==> config.mk <==
export PLATFORM = sky130hd
export DESIGN_NAME = lctg_top
export DESIGN_NICKNAME = d
export VERILOG_FILES = /design/src/rtl/lctg_pkg.sv /design/src/rtl/lctg_hcount.sv /design/src/rtl/lctg_fcount.sv /design/src/rtl/lctg_pixmux.sv /design/src/rtl/lctg_top.sv
export SDC_FILE = /design/constraint.sdc
export NUM_CORES = 1
export LEC_CHECK = 0
export BUFFER_PORTS_ARGS = -buffer_cell sky130_fd_sc_hd__buf_2
export CAP_MARGIN = 20
export CORE_MARGIN = 4
export CORE_UTILIZATION = 35
export CTS_BUF_LIST = sky130_fd_sc_hd__clkbuf_4
export DETAILED_ROUTE_END_ITERATION = 10
export PLACE_DENSITY_LB_ADDON = 0.1
export SYNTH_ARGS = -nofsm -noshare
export SYNTH_HDL_FRONTEND = slang
export SYNTH_SLANG_ARGS = --single-unit
==> constraint.sdc <==
create_clock -name clk -period 5.3 [get_ports clk]
set_input_delay 1.06 -clock clk [delete_from_list [all_inputs] [get_ports clk]]
set_output_delay 1.06 -clock clk [all_outputs]
set_load 0.02 [all_outputs]
==> src/rtl/lctg_pkg.sv <==
package lctg_pkg;
   typedef enum logic [1:0] {
      SRC_BORDER = 2'd0,
      SRC_PIXEL  = 2'd1,
      SRC_FILL   = 2'd2
   } lctg_src_e;

   function automatic lctg_src_e pick_src(input logic de, input logic valid,
                                          input logic recover);
      if (!de)                  return SRC_BORDER;
      else if (!valid && recover) return SRC_FILL;
      else                      return SRC_PIXEL;
   endfunction
endpackage

==> src/rtl/lctg_hcount.sv <==
module lctg_hcount #(
   parameter int unsigned HW = 12
) (
   input  logic          clk,
   input  logic          rst_n,
   input  logic          restart,
   input  logic [HW-1:0] period,
   input  logic [HW-1:0] width,
   input  logic [HW-1:0] win_lo,
   input  logic [HW-1:0] win_hi,
   output logic [HW-1:0] hcnt,
   output logic          hs_act,
   output logic          h_in
);
   logic line_end;

   assign line_end = (hcnt == period - 1'b1);

   always_ff @(posedge clk or negedge rst_n) begin
      if (!rst_n)        hcnt <= '0;
      else if (restart)  hcnt <= '0;
      else if (line_end) hcnt <= '0;
      else               hcnt <= hcnt + 1'b1;
   end

   assign hs_act = (hcnt < width);
   assign h_in   = (hcnt >= win_lo) && (hcnt <= win_hi);
endmodule

==> src/rtl/lctg_fcount.sv <==
module lctg_fcount #(
   parameter int unsigned FW = 24,
   parameter int unsigned HW = 12
) (
   input  logic          clk,
   input  logic          rst_n,
   input  logic          restart,
   input  logic [FW-1:0] period,
   input  logic [FW-1:0] sync_len,
   input  logic [HW-1:0] skew,
   input  logic [FW-1:0] win_lo,
   input  logic [FW-1:0] win_hi,
   output logic [FW-1:0] fcnt,
   output logic          last,
   output logic          vs_act,
   output logic          v_in
);
   localparam int unsigned EW = FW + 1;

   logic [EW-1:0] skew_x;
   logic [EW-1:0] sync_end;
   logic [EW-1:0] fcnt_x;

   always_ff @(posedge clk or negedge rst_n) begin
      if (!rst_n)       fcnt <= '0;
      else if (restart) fcnt <= '0;
      else              fcnt <= fcnt + 1'b1;
   end

   assign last     = (fcnt == period - 1'b1);
   assign skew_x   = EW'(skew);
   assign fcnt_x   = {1'b0, fcnt};
   assign sync_end = skew_x + {1'b0, sync_len};
   assign vs_act   = (fcnt_x >= skew_x) && (fcnt_x < sync_end);
   assign v_in     = (fcnt >= win_lo) && (fcnt <= win_hi);
endmodule

==> src/rtl/lctg_pixmux.sv <==
module lctg_pixmux
   import lctg_pkg::*;
#(
   parameter int unsigned CW             = 24,
   parameter bit          UNDERFLOW_FILL = 1'b1
) (
   input  logic          de,
   input  logic          pix_valid,
   input  logic          recover_en,
   input  logic [CW-1:0] pix_data,
   input  logic [CW-1:0] fill_color,
   input  logic [CW-1:0] border_color,
   output logic [CW-1:0] rgb
);
   logic      rec_eff;
   lctg_src_e src;

   generate
      if (UNDERFLOW_FILL) begin : g_fill
         assign rec_eff = recover_en;
      end else begin : g_nofill
         logic unused_rec;
         assign unused_rec = recover_en;
         assign rec_eff    = 1'b0;
      end
   endgenerate

   assign src = pick_src(de, pix_valid, rec_eff);

   always_comb begin
      unique case (src)
         SRC_BORDER: rgb = border_color;
         SRC_FILL:   rgb = fill_color;
         default:    rgb = pix_data;
      endcase
   end
endmodule

==> src/rtl/lctg_top.sv <==
module lctg_top #(
   parameter int unsigned HW             = 12,
   parameter int unsigned FW             = 24,
   parameter int unsigned CW             = 24,
   parameter bit          UNDERFLOW_FILL = 1'b1
) (
   input  logic          clk,
   input  logic          rst_n,
   input  logic          enable,
   input  logic [HW-1:0] hs_period,
   input  logic [HW-1:0] hs_width,
   input  logic [HW-1:0] hs_skew,
   input  logic [HW-1:0] disp_hstart,
   input  logic [HW-1:0] disp_hend,
   input  logic [FW-1:0] vs_period,
   input  logic [FW-1:0] vs_len,
   input  logic [FW-1:0] disp_vstart,
   input  logic [FW-1:0] disp_vend,
   input  logic          hs_low,
   input  logic          vs_low,
   input  logic [CW-1:0] border_color,
   input  logic [CW-1:0] fill_color,
   input  logic          recover_en,
   input  logic [CW-1:0] pix_data,
   input  logic          pix_valid,
   output logic          hsync,
   output logic          vsync,
   output logic          de,
   output logic [CW-1:0] rgb,
   output logic          frame_irq,
   output logic          active
);
   initial begin
      assert (HW >= 2) else $error("lctg_top: HW must be at least 2");
      assert (FW >= HW) else $error("lctg_top: FW must not be narrower than HW");
      assert (CW >= 1) else $error("lctg_top: CW must be positive");
   end

   logic          run;
   logic          load;
   logic          wrap;
   logic [HW-1:0] sh_hper, sh_hwid, sh_skew, sh_hlo, sh_hhi;
   logic [FW-1:0] sh_vper, sh_vlen, sh_vlo, sh_vhi;
   logic          sh_hlow, sh_vlow;
   logic [HW-1:0] hcnt;
   logic [FW-1:0] fcnt;
   logic          f_last, hs_act, vs_act, h_in, v_in;

   assign wrap = run & f_last;
   assign load = ~run | wrap;

   always_ff @(posedge clk or negedge rst_n) begin
      if (!rst_n) begin
         run     <= 1'b0;
         sh_hper <= '0;
         sh_hwid <= '0;
         sh_skew <= '0;
         sh_hlo  <= '0;
         sh_hhi  <= '0;
         sh_vper <= '0;
         sh_vlen <= '0;
         sh_vlo  <= '0;
         sh_vhi  <= '0;
         sh_hlow <= 1'b0;
         sh_vlow <= 1'b0;
      end else if (load) begin
         run     <= enable;
         sh_hper <= hs_period;
         sh_hwid <= hs_width;
         sh_skew <= hs_skew;
         sh_hlo  <= disp_hstart;
         sh_hhi  <= disp_hend;
         sh_vper <= vs_period;
         sh_vlen <= vs_len;
         sh_vlo  <= disp_vstart;
         sh_vhi  <= disp_vend;
         sh_hlow <= hs_low;
         sh_vlow <= vs_low;
      end
   end

   lctg_hcount #(.HW(HW)) u_hcount (
      .clk     (clk),
      .rst_n   (rst_n),
      .restart (load),
      .period  (sh_hper),
      .width   (sh_hwid),
      .win_lo  (sh_hlo),
      .win_hi  (sh_hhi),
      .hcnt    (hcnt),
      .hs_act  (hs_act),
      .h_in    (h_in)
   );

   lctg_fcount #(.FW(FW), .HW(HW)) u_fcount (
      .clk      (clk),
      .rst_n    (rst_n),
      .restart  (load),
      .period   (sh_vper),
      .sync_len (sh_vlen),
      .skew     (sh_skew),
      .win_lo   (sh_vlo),
      .win_hi   (sh_vhi),
      .fcnt     (fcnt),
      .last     (f_last),
      .vs_act   (vs_act),
      .v_in     (v_in)
   );

   assign hsync     = (run & hs_act) ^ sh_hlow;
   assign vsync     = (run & vs_act) ^ sh_vlow;
   assign de        = run & h_in & v_in;
   assign frame_irq = wrap;
   assign active    = run;

   lctg_pixmux #(.CW(CW), .UNDERFLOW_FILL(UNDERFLOW_FILL)) u_pixmux (
      .de           (de),
      .pix_valid    (pix_valid),
      .recover_en   (recover_en),
      .pix_data     (pix_data),
      .fill_color   (fill_color),
      .border_color (border_color),
      .rgb          (rgb)
   );
endmodule

==> impl_results.md <==
* Status: finished, violations left
* Failing checks: setup timing
* Clk_lat worst skew at 0.62 ns
* Clk_skew at 0.0290 ns
* Compound-gate portion of the synthesized area at 7.82%
* Vert. Die Dim at 201 microns
* P_sw at 0.621 mW
* HPWL after detailed placement at 26.9 mm
* Gpl congestion at 0.821
* Unrepaired setup endpoints after global routing: yes
* Power density over the cells at 168 mW/mm^2
* GR Util All Layers at 17.4%
* Detail Route Antenna Nets at 0
* IO Count at 264
* Final worst slack at -0.222 ns
* Wire per inst at 17.7 microns
* Sinks on Clock Net at 195
* Least-Margin Pin Slew at 0.908 ns
* Residual DRC at 0
* Overall power at 2.57 mW
* Clock share of power at 35.2%
* Most used flip-flop cell after synthesis: dfrtp_1
* Syn Nets at 1,592
* H-tree depth at 4
* Warnings, synthesis at 0
* DRT iter0 DRCs at 384
* Hold slack at 0.450 ns
* CORE AREA at 0.0366 sq mm
* Logic pwr share at 6.9%
* Port-buffer cells at 263
* Worst Path Arrival at 4.46 ns
* Full die area at 0.0402 sq mm
* Reg clk slew, reported paths at 0.15 ns
* Int Pwr at 1.95 mW
* Adder-cell area share of the yosys netlist at 13.1%
* Post-synth EDFFs at 0
* Max_slew headroom at 39.2%
* Inserted Clock Buffers at 17
* Commonest non-fill, non-tap cell in the layout: buf_2
* Initial antenna violation count at 3
* Root Driver: clkbuf_4
* FP Rows at 70
* CTS Buffer Depth at 2
* Mux contribution to synthesized area at 18.0%
* Pin count of the biggest net entering global routing at 135
* Sw frac at 24.2%
* Yosys reg bits at 195
* Avg Inst Size Synth at 10.6 sq um
* Synth Cell Area at 0.0130 sq mm
* Leakage at 7.69 nW
* Dpl ws at 0.0595 ns
* Final-report max-slew violation count at 0
* Main combinational cell family by area after synthesis: multiplexers
* Placed cells at 1,939
* Synth-to-layout area growth at 17.9%
* Fmax at 0.181 GHz
* Fraction of layout instances using a drive strength above 1 at 32.4%
* Hold_buf cts at 0
* CTS tree: done
* WL final at 35.1 mm
* Final hold violations at 0
* DRT Pass-1 Iters at 4
* Vias/cell at 4.96
* CP max FO at 4
* Seq/Total Area, Yosys at 37.6%
* Vias at 9,795
* Fill count at 3,630
* Peak VDD IR at 0.117 mV
* Final #Nets at 1,863
* First-pass GRT wire length at 56.2 mm
* Synth Area in XOR/XNOR at 6.88%
* CP startpoint kind: flip-flop
* Crit share post-route at 104%
* # setup viols final at 1
* Cell variety after synth at 69
* Final Instance Count excl. Fillers at 1,975
* Async set-reset flop share out of synthesis at 100%
* Post-synthesis cell count at 1,222
* Seq pwr share at 57.9%
* Via count of the first global-routing pass at 10.2k
* Area share of and/or/nand/nor cells after synthesis at 11.1%
* Tmin final at 5.52 ns
* Grt ovf at 0
* Critical path class: flip-flop to output pin
* Max-cap viol count at 0
* HP Class: primary input to asynchronous set/reset pin
* Commonest non-fill, non-tap cells in the layout: 261 x buf_2, 193 x dfrtp_1, 136 x mux2_2, 133 x ha_1, 110 x inv_1
* Starting Density at 35.5%
* Die X at 201 microns
* Fin Setup TNS at -0.222 ns
* CP endpoint kind: output pin
* Worst EP required at 4.24 ns
power by group through the flow:
stage	Combinational [mW]	Clock, mW	Sequential [mW]
3_5_place_dp	0.179	0	1.52
6_report	0.176	0.906	1.49
4_1_cts	0.180	0.957	1.49
5_1_grt	0.197	1.01	1.49
3_3_place_gp	0.178	0	1.52
2_1_floorplan	0.0414	0	1.52
stage by stage:
| stage | instance area, sq um | util (%) |
|---|---|---|
| final | 15300 | 41.8 |
| after global routing | 15300 | 41.8 |
| after CTS | 15200 | 41.5 |
| after detailed placement | 14800 | 40.5 |
| after global placement | 14800 | 40.5 |
| after floorplan | 13000 | - |
flip-flops by register name, indices dropped and copies added, names as in the netlist:
name and flops:
active 1, sh_vlo 24, sh_hlow 1, u_hcount.hcnt 12
sh_vlow 1, u_fcount.fcnt 24, sh_hper 12, sh_vlen 24
sh_skew 12, sh_hlo 12, sh_vper 24, sh_vhi 24
sh_hwid 12, sh_hhi 12
worst max-delay path, stage by stage, from the launching register on:
cell	delay [ns]
dfrtp_1	0.44
ha_1	0.30
a21o_1	0.16
a21oi_2	0.16
o21bai_2	0.09
a2111oi_2	0.36
buf_4	0.19
nor4_1	0.06
a21oi_1	0.18
xor2_1	0.18
ha_1	0.25
nand4_1	0.12
nor2_1	0.06
nor3_1	0.15
a21oi_1	0.11
a2111oi_2	0.29
o2bb2ai_1	0.16
o221ai_1	0.13
buf_4	0.19
xnor2_2	0.12
buf_4	0.16
layout make-up:
cell class	count	area [sq um]	area share (%)
diodes	1	2.50	0.0163
clock buffers	17	128	0.834
clock inverters	15	184	1.20
inverters	110	413	2.70
multi-input cells	878	7520	49.2
flip-flops and latches	195	4880	31.9
well taps	468	586	3.83
repair buffers	291	1590	10.4
logic make-up after synthesis:
group	after synthesis
AOI/OAI and AO/OA	155
xor gates and xnor gates	102
adders and majority gates	135
buffers and inverters	149
DFF	195
muxes	208
and+or+nand+nor	278
per-layer routing:
metal  up-vias  global-route usage, %  part of all wire [%]
met4         4                   4.30                   1.3
met1      4733                   24.6                    50
met3        26                   3.30                   3.1
met5         -                      0                 0.066
li1       4894                      -                     -
met2       138                   27.6                    46
repair_timing:
action                                  in CTS  in global routing
gates resized for setup                     19                 14
pin swaps                                    9                  7
buffers inserted                             1                  1
endpoints found under the setup margin       3                 26
worst paths after layout:
kind                                        start                    endpoint  slack, ns  depth (start not counted)
hold / removal                              rst_n       sh_vhi[4]$_DFFE_PN0N_       0.45                          1
hold reg to reg             sh_hlo[5]$_DFFE_PN0N_       sh_hlo[5]$_DFFE_PN0N_       0.50                          1
setup reg to reg           sh_vper[0]$_DFFE_PN0N_      sh_vhi[20]$_DFFE_PN0N_       1.00                         11
setup / recovery           sh_skew[1]$_DFFE_PN0N_                       vsync      -0.22                         20
max in group asynchronous                   rst_n  u_hcount.hcnt[1]$_DFF_PN0_       3.75                          2
min in group clk            sh_hlo[5]$_DFFE_PN0N_       sh_hlo[5]$_DFFE_PN0N_       0.50                          1
cell usage after synthesis, drive strengths merged (3+ instances only):
cell type | instances | area [sq um]
and2 | 3 | 18.8
o21bai | 6 | 45.0
or2 | 4 | 25.0
a211oi | 9 | 67.6
o21ai | 27 | 139
dfrtp | 195 | 4880
nand4 | 27 | 169
and3 | 9 | 56.3
nor4 | 23 | 150
nand2b | 11 | 68.8
o211ai | 7 | 52.6
ha | 134 | 1680
o21a | 4 | 30.0
a21oi | 49 | 245
or4 | 6 | 45.0
clkbuf | 17 | 63.8
nor3 | 18 | 90.1
a21o | 22 | 165
nand2 | 36 | 135
buf | 22 | 239
xnor2 | 55 | 482
nand3 | 30 | 150
xor2 | 47 | 412
mux2 | 207 | 2330
nor2b | 11 | 68.8
a2111oi | 6 | 58.8
inv | 110 | 413
nor2 | 81 | 307
o2111ai | 3 | 26.3
nand3b | 3 | 22.5
Note: power is estimated with default switching activity, not from simulation.
